**src/rtl/fq_pkg.sv**
```systemverilog
// Shared types for the prefetch queue controller.
// Assumes a 16-bit memory data path split into two byte lanes.
package fq_pkg;
    localparam int WORD_W = 16;

    // Kind of bus cycle currently owned by the sequencer
    typedef enum logic [1:0] {
        CYC_NONE = 2'd0,
        CYC_CODE = 2'd1,
        CYC_DATA = 2'd2
    } cyc_e;
endpackage

```
**src/rtl/fq_bytequeue.sv**
```systemverilog
// Byte store for prefetched code: circular buffer of DEPTH bytes.
// Accepts zero, one or two bytes per clock and releases at most one.
// A flush empties it in one clock and overrides push and pop.
// Assumes the writer never pushes more than the free space (the
// fetch logic starts a word fetch only with two slots free).
module fq_bytequeue #(
    parameter int DEPTH = 6
) (
    input  logic                           clk,
    input  logic                           rst_n,
    input  logic                           flush,
    input  logic [1:0]                     push_n,
    input  logic [7:0]                     push_b0,
    input  logic [7:0]                     push_b1,
    input  logic                           pop,
    output logic [7:0]                     head,
    output logic                           valid,
    output logic [$clog2(DEPTH+1)-1:0]     count
);
    localparam int IW   = (DEPTH > 2) ? $clog2(DEPTH) : 1;
    localparam int CNTW = $clog2(DEPTH+1);
    localparam logic [CNTW-1:0] FULL = CNTW'(DEPTH);

    logic [7:0]    slot [DEPTH];
    logic [IW-1:0] rd_idx;
    logic [IW-1:0] wr_idx;
    logic          take;

    // Modulo-DEPTH index advance (DEPTH need not be a power of two)
    function automatic logic [IW-1:0] wrap_add(input logic [IW-1:0] i, input int k);
        int s;
        s = int'(i) + k;
        if (s >= DEPTH) s = s - DEPTH;
        return IW'(s);
    endfunction

    assign take  = pop && valid && !flush;
    assign valid = (count != '0);
    assign head  = slot[rd_idx];

    // Byte storage: write one or two incoming bytes at the tail
    always_ff @(posedge clk) begin
        if (!flush) begin
            if (push_n != 2'd0) slot[wr_idx] <= push_b0;
            if (push_n == 2'd2) slot[wrap_add(wr_idx, 1)] <= push_b1;
        end
    end

    // Read/write indices and occupancy
    always_ff @(posedge clk) begin
        if (!rst_n || flush) begin
            rd_idx <= '0;
            wr_idx <= '0;
            count  <= '0;
        end else begin
            if (take) rd_idx <= wrap_add(rd_idx, 1);
            wr_idx <= wrap_add(wr_idx, int'(push_n));
            count  <= count + CNTW'(push_n) - CNTW'(take);
        end
    end

    // occupancy never exceeds the store size
    a_r1_no_overflow: assert property (@(posedge clk) disable iff (!rst_n)
        count <= FULL);

    // popping an empty store with nothing arriving leaves it empty
    a_r9_no_underflow: assert property (@(posedge clk) disable iff (!rst_n)
        (pop && !valid && push_n == 2'd0 && !flush) |=> (count == '0));
endmodule

```
**src/rtl/fq_busseq.sv**
```systemverilog
// Bus cycle sequencer: owns the single memory port.
// From idle it starts one cycle, giving operand accesses priority over
// code fetches, then holds request, address and data steady. It
// accepts the acknowledge from the BUS_CLKS-th clock of the cycle on,
// then returns to idle for one clock.
// Assumes the requester of an operand access drops its request in the
// clock after it sees the access complete.
module fq_busseq import fq_pkg::*; #(
    parameter int ADDR_W   = 20,
    parameter int BUS_CLKS = 4
) (
    input  logic              clk,
    input  logic              rst_n,
    input  logic              code_want,
    input  logic [ADDR_W-1:0] code_addr,
    input  logic              data_want,
    input  logic              data_we,
    input  logic [ADDR_W-1:0] data_addr,
    input  logic [WORD_W-1:0] data_wdata,
    input  logic              mem_ack,
    output logic              mem_req,
    output logic              mem_we,
    output logic [ADDR_W-1:0] mem_addr,
    output logic [WORD_W-1:0] mem_wdata,
    output logic              done,
    output cyc_e              cur
);
    localparam int CW = (BUS_CLKS > 2) ? $clog2(BUS_CLKS) : 1;
    localparam logic [CW-1:0] LAST    = CW'(BUS_CLKS - 1);
    localparam logic [CW:0]   LEN_MAX = (CW+1)'(BUS_CLKS);

    logic          busy;
    logic [CW-1:0] cnt;

    assign mem_req = busy;
    assign done    = busy && mem_ack && (cnt == LAST);

    // Cycle start, arbitration, clock counting and completion
    always_ff @(posedge clk) begin
        if (!rst_n) begin
            busy      <= 1'b0;
            cur       <= CYC_NONE;
            cnt       <= '0;
            mem_addr  <= '0;
            mem_we    <= 1'b0;
            mem_wdata <= '0;
        end else if (!busy) begin
            cnt <= '0;
            if (data_want) begin
                busy      <= 1'b1;
                cur       <= CYC_DATA;
                mem_addr  <= data_addr;
                mem_we    <= data_we;
                mem_wdata <= data_wdata;
            end else if (code_want) begin
                busy     <= 1'b1;
                cur      <= CYC_CODE;
                mem_addr <= code_addr;
                mem_we   <= 1'b0;
            end else begin
                cur <= CYC_NONE;
            end
        end else if (done) begin
            busy <= 1'b0;
            cur  <= CYC_NONE;
        end else if (cnt != LAST) begin
            cnt <= cnt + CW'(1);
        end
    end

    // Checker state: length of the current request, saturating
    logic [CW:0] len_q;
    always_ff @(posedge clk) begin
        if (!rst_n)       len_q <= '0;
        else if (busy)    len_q <= (len_q == LEN_MAX) ? len_q : len_q + (CW+1)'(1);
        else              len_q <= '0;
    end

    // every finished bus cycle held its request for at least BUS_CLKS clocks
    a_r4_min_len: assert property (@(posedge clk) disable iff (!rst_n)
        (!busy && $past(busy)) |-> (len_q >= LEN_MAX));

    // address, direction and write data stay put until acceptance
    a_r3_hold: assert property (@(posedge clk) disable iff (!rst_n)
        (busy && !done) |=> (busy && $stable(mem_addr) && $stable(mem_we) && $stable(mem_wdata)));

    // an operand request seen while idle always gets the next cycle
    a_r5_data_first: assert property (@(posedge clk) disable iff (!rst_n)
        (!busy && data_want) |=> (cur == CYC_DATA));
endmodule

```
**src/rtl/fq_fetchptr.sv**
```systemverilog
// Code pointer and flush bookkeeping.
// Holds the byte address of the next code byte to enqueue, moves it to
// the target on a redirect, and marks a code fetch that was in flight
// at a redirect so that its returned word is dropped.
// Assumes only one bus cycle is ever outstanding.
module fq_fetchptr #(
    parameter int                ADDR_W   = 20,
    parameter logic [ADDR_W-1:0] RESET_PC = '0
) (
    input  logic              clk,
    input  logic              rst_n,
    input  logic              jmp_valid,
    input  logic [ADDR_W-1:0] jmp_addr,
    input  logic              code_busy,
    input  logic              code_done,
    output logic [ADDR_W-1:0] ptr,
    output logic              accept,
    output logic [1:0]        push_n
);
    logic drop;

    assign accept = code_done && !drop && !jmp_valid;
    assign push_n = !accept ? 2'd0 : (ptr[0] ? 2'd1 : 2'd2);

    // Pointer: load target on redirect, step past enqueued bytes
    always_ff @(posedge clk) begin
        if (!rst_n)          ptr <= RESET_PC;
        else if (jmp_valid)  ptr <= jmp_addr;
        else if (accept)     ptr <= ptr + (ptr[0] ? ADDR_W'(1) : ADDR_W'(2));
    end

    // Drop marker: set by a redirect during a code fetch, cleared at its end
    always_ff @(posedge clk) begin
        if (!rst_n)                                      drop <= 1'b0;
        else if (jmp_valid && code_busy && !code_done)   drop <= 1'b1;
        else if (code_done)                              drop <= 1'b0;
    end

    // after an odd-pointer fetch the pointer is word aligned
    a_r8_realign: assert property (@(posedge clk) disable iff (!rst_n)
        (accept && ptr[0]) |=> !ptr[0]);

    // a marked fetch ends without enqueuing and clears the marker
    a_r7_drop_once: assert property (@(posedge clk) disable iff (!rst_n)
        (drop && code_done) |=> (!drop && !$past(accept)));
endmodule

```
**src/rtl/prefetch_queue_ctrl.sv**
```systemverilog
// Instruction prefetch queue controller (top).
// Keeps a byte store of prefetched code filled from a 16-bit memory
// port, serves operand accesses ahead of prefetching and flushes on a
// redirect. Little-endian byte lanes: bits 7:0 hold the even address.
// Assumes QDEPTH >= 2 and BUS_CLKS >= 2.
module prefetch_queue_ctrl import fq_pkg::*; #(
    parameter int                ADDR_W   = 20,
    parameter int                QDEPTH   = 6,
    parameter int                BUS_CLKS = 4,
    parameter logic [ADDR_W-1:0] RESET_PC = '0
) (
    input  logic              clk,
    input  logic              rst_n,
    output logic              mem_req,
    output logic              mem_we,
    output logic [ADDR_W-1:0] mem_addr,
    output logic [15:0]       mem_wdata,
    input  logic [15:0]       mem_rdata,
    input  logic              mem_ack,
    input  logic              eu_pop,
    output logic              eu_byte_valid,
    output logic [7:0]        eu_byte,
    input  logic              eu_jmp,
    input  logic [ADDR_W-1:0] eu_jmp_addr,
    input  logic              eu_data_req,
    input  logic              eu_data_we,
    input  logic [ADDR_W-1:0] eu_data_addr,
    input  logic [15:0]       eu_data_wdata,
    output logic              eu_data_done,
    output logic [15:0]       eu_data_rdata
);
    localparam int CNTW = $clog2(QDEPTH+1);
    localparam logic [CNTW-1:0] ROOM_LIM = CNTW'(QDEPTH - 2);

    logic [CNTW-1:0]   q_count;
    logic              code_want;
    logic [ADDR_W-1:0] fetch_ptr;
    logic [ADDR_W-1:0] fetch_addr;
    logic              bus_done;
    cyc_e              bus_cur;
    logic              code_done;
    logic              code_busy;
    logic              accept;
    logic [1:0]        push_n;
    logic [7:0]        push_b0;

    // Request a word only with two free slots and no redirect this clock
    assign code_want  = (q_count <= ROOM_LIM) && !eu_jmp;
    assign fetch_addr = {fetch_ptr[ADDR_W-1:1], 1'b0};
    assign code_busy  = (bus_cur == CYC_CODE);
    assign code_done  = bus_done && code_busy;

    // Lane select: an odd pointer starts at the high byte of the word
    assign push_b0 = fetch_ptr[0] ? mem_rdata[15:8] : mem_rdata[7:0];

    assign eu_data_done  = bus_done && (bus_cur == CYC_DATA);
    assign eu_data_rdata = mem_rdata;

    fq_busseq #(
        .ADDR_W   (ADDR_W),
        .BUS_CLKS (BUS_CLKS)
    ) u_bus (
        .clk        (clk),
        .rst_n      (rst_n),
        .code_want  (code_want),
        .code_addr  (fetch_addr),
        .data_want  (eu_data_req),
        .data_we    (eu_data_we),
        .data_addr  (eu_data_addr),
        .data_wdata (eu_data_wdata),
        .mem_ack    (mem_ack),
        .mem_req    (mem_req),
        .mem_we     (mem_we),
        .mem_addr   (mem_addr),
        .mem_wdata  (mem_wdata),
        .done       (bus_done),
        .cur        (bus_cur)
    );

    fq_fetchptr #(
        .ADDR_W   (ADDR_W),
        .RESET_PC (RESET_PC)
    ) u_ptr (
        .clk       (clk),
        .rst_n     (rst_n),
        .jmp_valid (eu_jmp),
        .jmp_addr  (eu_jmp_addr),
        .code_busy (code_busy),
        .code_done (code_done),
        .ptr       (fetch_ptr),
        .accept    (accept),
        .push_n    (push_n)
    );

    fq_bytequeue #(
        .DEPTH (QDEPTH)
    ) u_q (
        .clk     (clk),
        .rst_n   (rst_n),
        .flush   (eu_jmp),
        .push_n  (push_n),
        .push_b0 (push_b0),
        .push_b1 (mem_rdata[15:8]),
        .pop     (eu_pop),
        .head    (eu_byte),
        .valid   (eu_byte_valid),
        .count   (q_count)
    );

    // a code cycle only begins with two or more free slots
    a_r2_room: assert property (@(posedge clk) disable iff (!rst_n)
        ($rose(mem_req) && code_busy) |-> (q_count <= ROOM_LIM));

    // a redirect leaves the store empty on the next clock
    a_r6_flush: assert property (@(posedge clk) disable iff (!rst_n)
        eu_jmp |=> !eu_byte_valid);

    // code cycles present a word-aligned address
    a_r3_code_aligned: assert property (@(posedge clk) disable iff (!rst_n)
        (mem_req && code_busy) |-> (!mem_addr[0] && !mem_we));
endmodule

```
**config.mk**
```make
export PLATFORM = sky130hd
export DESIGN_NAME = prefetch_queue_ctrl
export DESIGN_NICKNAME = d
export VERILOG_FILES = /design/src/rtl/fq_pkg.sv /design/src/rtl/fq_bytequeue.sv /design/src/rtl/fq_busseq.sv /design/src/rtl/fq_fetchptr.sv /design/src/rtl/prefetch_queue_ctrl.sv
export SDC_FILE = /design/constraint.sdc
export NUM_CORES = 1
export LEC_CHECK = 0
export CAP_MARGIN = 15
export CORE_ASPECT_RATIO = 1.25
export CORE_UTILIZATION = 50
export CTS_CLUSTER_SIZE = 40
export DETAILED_ROUTE_END_ITERATION = 12
export GPL_TIMING_DRIVEN = 0
export PLACE_DENSITY_LB_ADDON = 0.12
export SYNTH_ARGS = -nofsm -noshare
export SYNTH_HDL_FRONTEND = slang
export SYNTH_HIERARCHICAL = 1
export SYNTH_SLANG_ARGS = --single-unit
```
**constraint.sdc**
```tcl
create_clock -name clk -period 4.6 [get_ports clk]
set_input_delay 1.38 -clock clk [delete_from_list [all_inputs] [get_ports clk]]
set_output_delay 1.38 -clock clk [all_outputs]
set_load 0.05 [all_outputs]
```
==> metrics.md <==
| Metric | Value |
|---|---|
| DP Cell Count | roughly 920 |
| GRT Total Usage | roughly a quarter |
| Non-Filler Instances | 950 |
| Clock power share | between 40% and 50% |
| RSZ-0062 raised after global routing | false |
| Psw | 0.000728 W |
| CP arrival | between 3 and 4 ns |
| Crit path required time | 3.22 ns |
| Slew Viols, Final | 0 |
| Met2 Wirelength | 9.00 mm |
| # rows | 46 |
| Max-cap violations | 0 |
| Util after Layout | around 70% |
| Tcrit/Tclk final | 97.0% |
| Skew final | about 0.0074 ns |
| CP Cell Sequence | clkdlybuf4s50_1 > and3_1 > nand2_1 > nor2_1 > clkdlybuf4s50_1 |
| Avg WL per Cell | 17.9 um |
| Detailed Route WL | 17.0 mm |
| Vias | approximately 5,400 |
| Clock-pin slew on the worst setup and hold paths | 0.05 ns |
| CTS sink count | around 120 |
| Status | finished clean |
| Ant diodes | 0 |
| Vias in the first global route | 5,408 |
| CP Class | in -> out |
| Grt ovf | 0 |
| CP Launch Type | primary input |
| CTS tree | done |
| Max Used Layer | met4 |
| Slew margin rel. | a little under half |
| Core area | 12,700 um^2 |
| 1st-iter DRT viols | 235 |
| Wl on met1 | 6.51 mm |
| CP max FO | 3 |
| Post-placement cell area | 8160 um^2 |
| Ys Warns | 6 |
| Clock root cell | clkbuf_16 |
| Via density | around 5.7 |
| Max Root-Sink Buffers | 2 |
| Synth Area per Inst | 10.7 um^2 |
| # Post-CTS Setup Buffers | 0 |
| Die height | about 130 um |
| Post-route ant nets | 0 |
| Worst setup EP type | output port |
| Sequential share of power | 39.8% |
| Worst vdd rail ir drop | ~0.00025 V |
| P_int | 0.00229 W |
| Critical-path top delay cell | clkdlybuf4s50_1 |
| Largest net degree at the start of global routing | 17 |
| Met3 wire len | 876 um |
| Post-Synthesis Cells | between 600 and 700 |
| Most common cell after layout, fill and taps aside | clkdlybuf4s50_1 |
| IO Count | 143 |
| Initial antenna violation count | 0 |
| Layout cell share with drive strength beyond 1 | a little under a fifth |
| Final hold vios | 0 |
| Synthesis-to-layout area growth | 34.6% |
| Hold crit path type | reg -> reg |
| HPWL Detailed | 12.5 mm |
| Sw Ratio | about a quarter |
| Post-synthesis instance area | about 6500 um^2 |
| Setup Viol. Count Final | 0 |
| DR pass1 iterations | 5 |
| Final min period | roughly 4.5 ns |
| Final routed DRC violation total | 0 |
| Largest stage delay on the critical path | ~0.84 ns |
| Lkg Pwr | ~3.2 nW |
| Max Freq | around 0.22 GHz |
| Post-synth net total | 702 |
| Input/output buffers | around 140 |
| RD Place Congestion | between 0.8 and 0.9 |
| DIE AREA | about 14,000 um^2 |
| Starting Density | 51.4% |
| PwrDens | 342 nW/um^2 |
| CTS buffer count | 17 |
| Clk Latency, worst-skew pair | a little over 0.4 ns |
| Nets@finish | around 860 |
| Buffers & Inverters on Critical Path | 2 |
| First-pass GRT wire length | between 20 and 30 mm |
| Most used cell along the critical path | clkdlybuf4s50_1 |
| Die X | ~100 um |
| H-tree Lvls | 4 |
| Post-route cell area | just under 9000 um^2 |
| Commonest non-fill, non-tap cells in the layout | clkdlybuf4s50_1, dfxtp_1, nand2_1, mux2_2, edfxtp_1 |
| Gate power share | between 10% and 20% |
| Tightest Pin Transition | roughly 0.78 ns |
| Top cell family by delay on the critical path | buffers and inverters |
flip-flops by register name, indices dropped and copies added (netlist names), named ones only:
register / count
u_bus/cur: 2
u_ptr/ptr: 20
u_q/count: 3
u_q/wr_idx: 3
u_bus/mem_addr: 20
u_bus/mem_wdata: 16
u_bus/mem_we: 1
u_bus/mem_req: 1
u_bus/cnt: 2
u_q/rd_idx: 3
u_q/slot: 48
u_ptr/drop: 1
worst register-to-register path: stages (launching register included):
cell      delay, ns
dfxtp_1        0.35
ha_1           0.25
and3_1         0.23
and2_1         0.22
nand2b_4       0.06
buf_6          0.13
clkbuf_1       0.22
nor3_2         0.39
and4bb_2       0.37
nor3b_4        0.58
a21o_1         0.43
power groups by stage:
| stage | clock network [W] | logic [W] | registers (W) |
|---|---|---|---|
| CTS | 0.00142 | 0.000409 | 0.00120 |
| finish | 0.00140 | 0.000409 | 0.00120 |
| detailed placement | 0 | 0.000406 | 0.00122 |
| floorplan | 0 | 0.000171 | 0.00128 |
| global route | 0.00147 | 0.000433 | 0.00120 |
| global placement | 0 | 0.000397 | 0.00122 |
worst paths after layout:
check | start | to | cells after the start | slack, ns
max | mem_ack | eu_data_done | 5 | 0.14
min | u_bus/mem_wdata[2] | u_bus/mem_wdata[2] | 2 | 0.45
max reg2reg | u_bus/cnt[0] | u_q/slot[0][2] | 10 | 1.01
min reg2reg | u_bus/mem_wdata[2] | u_bus/mem_wdata[2] | 2 | 0.45
final cells by class:
type	instances	area (um^2)
buffer	55	313
clock buffer	24	539
clock inverter	8	98.8
fill	995	3920
inverter	15	56.3
multi-input combinational	416	3230
sequential	123	2940
tap	168	210
timing repair buffer	141	1410
what timing repair did:
action / CTS / global route
hold buffers: 0 / 0
gates resized for setup: 1 / 0
endpoints found under the setup margin: 16 / 0
through the flow:
stage / hold WS [ns] / setup TNS (ns) / power, W / setup slack (ns)
after floorplan: 0.468 / 0 / 0.00145 / 0.649
after detailed placement: 0.446 / -29.17 / 0.00163 / -0.516
final: 0.451 / 0 / 0.00301 / 0.138
after global placement: 0.441 / -25.25 / 0.00162 / -0.494
after CTS: 0.454 / 0 / 0.00303 / 0.111
after global routing: 0.474 / 0 / 0.00311 / 0.00631
metal layers:
| layer | GRT usage [%] | vias up |
|---|---|---|
| li1 | - | 2557 |
| met1 | 26.3 | 2569 |
| met3 | 5.99 | 41 |
| met2 | 48.0 | 204 |
| met5 | 0 | - |
| met4 | 13.9 | 0 |
Note: power is estimated with default switching activity, not from simulation.
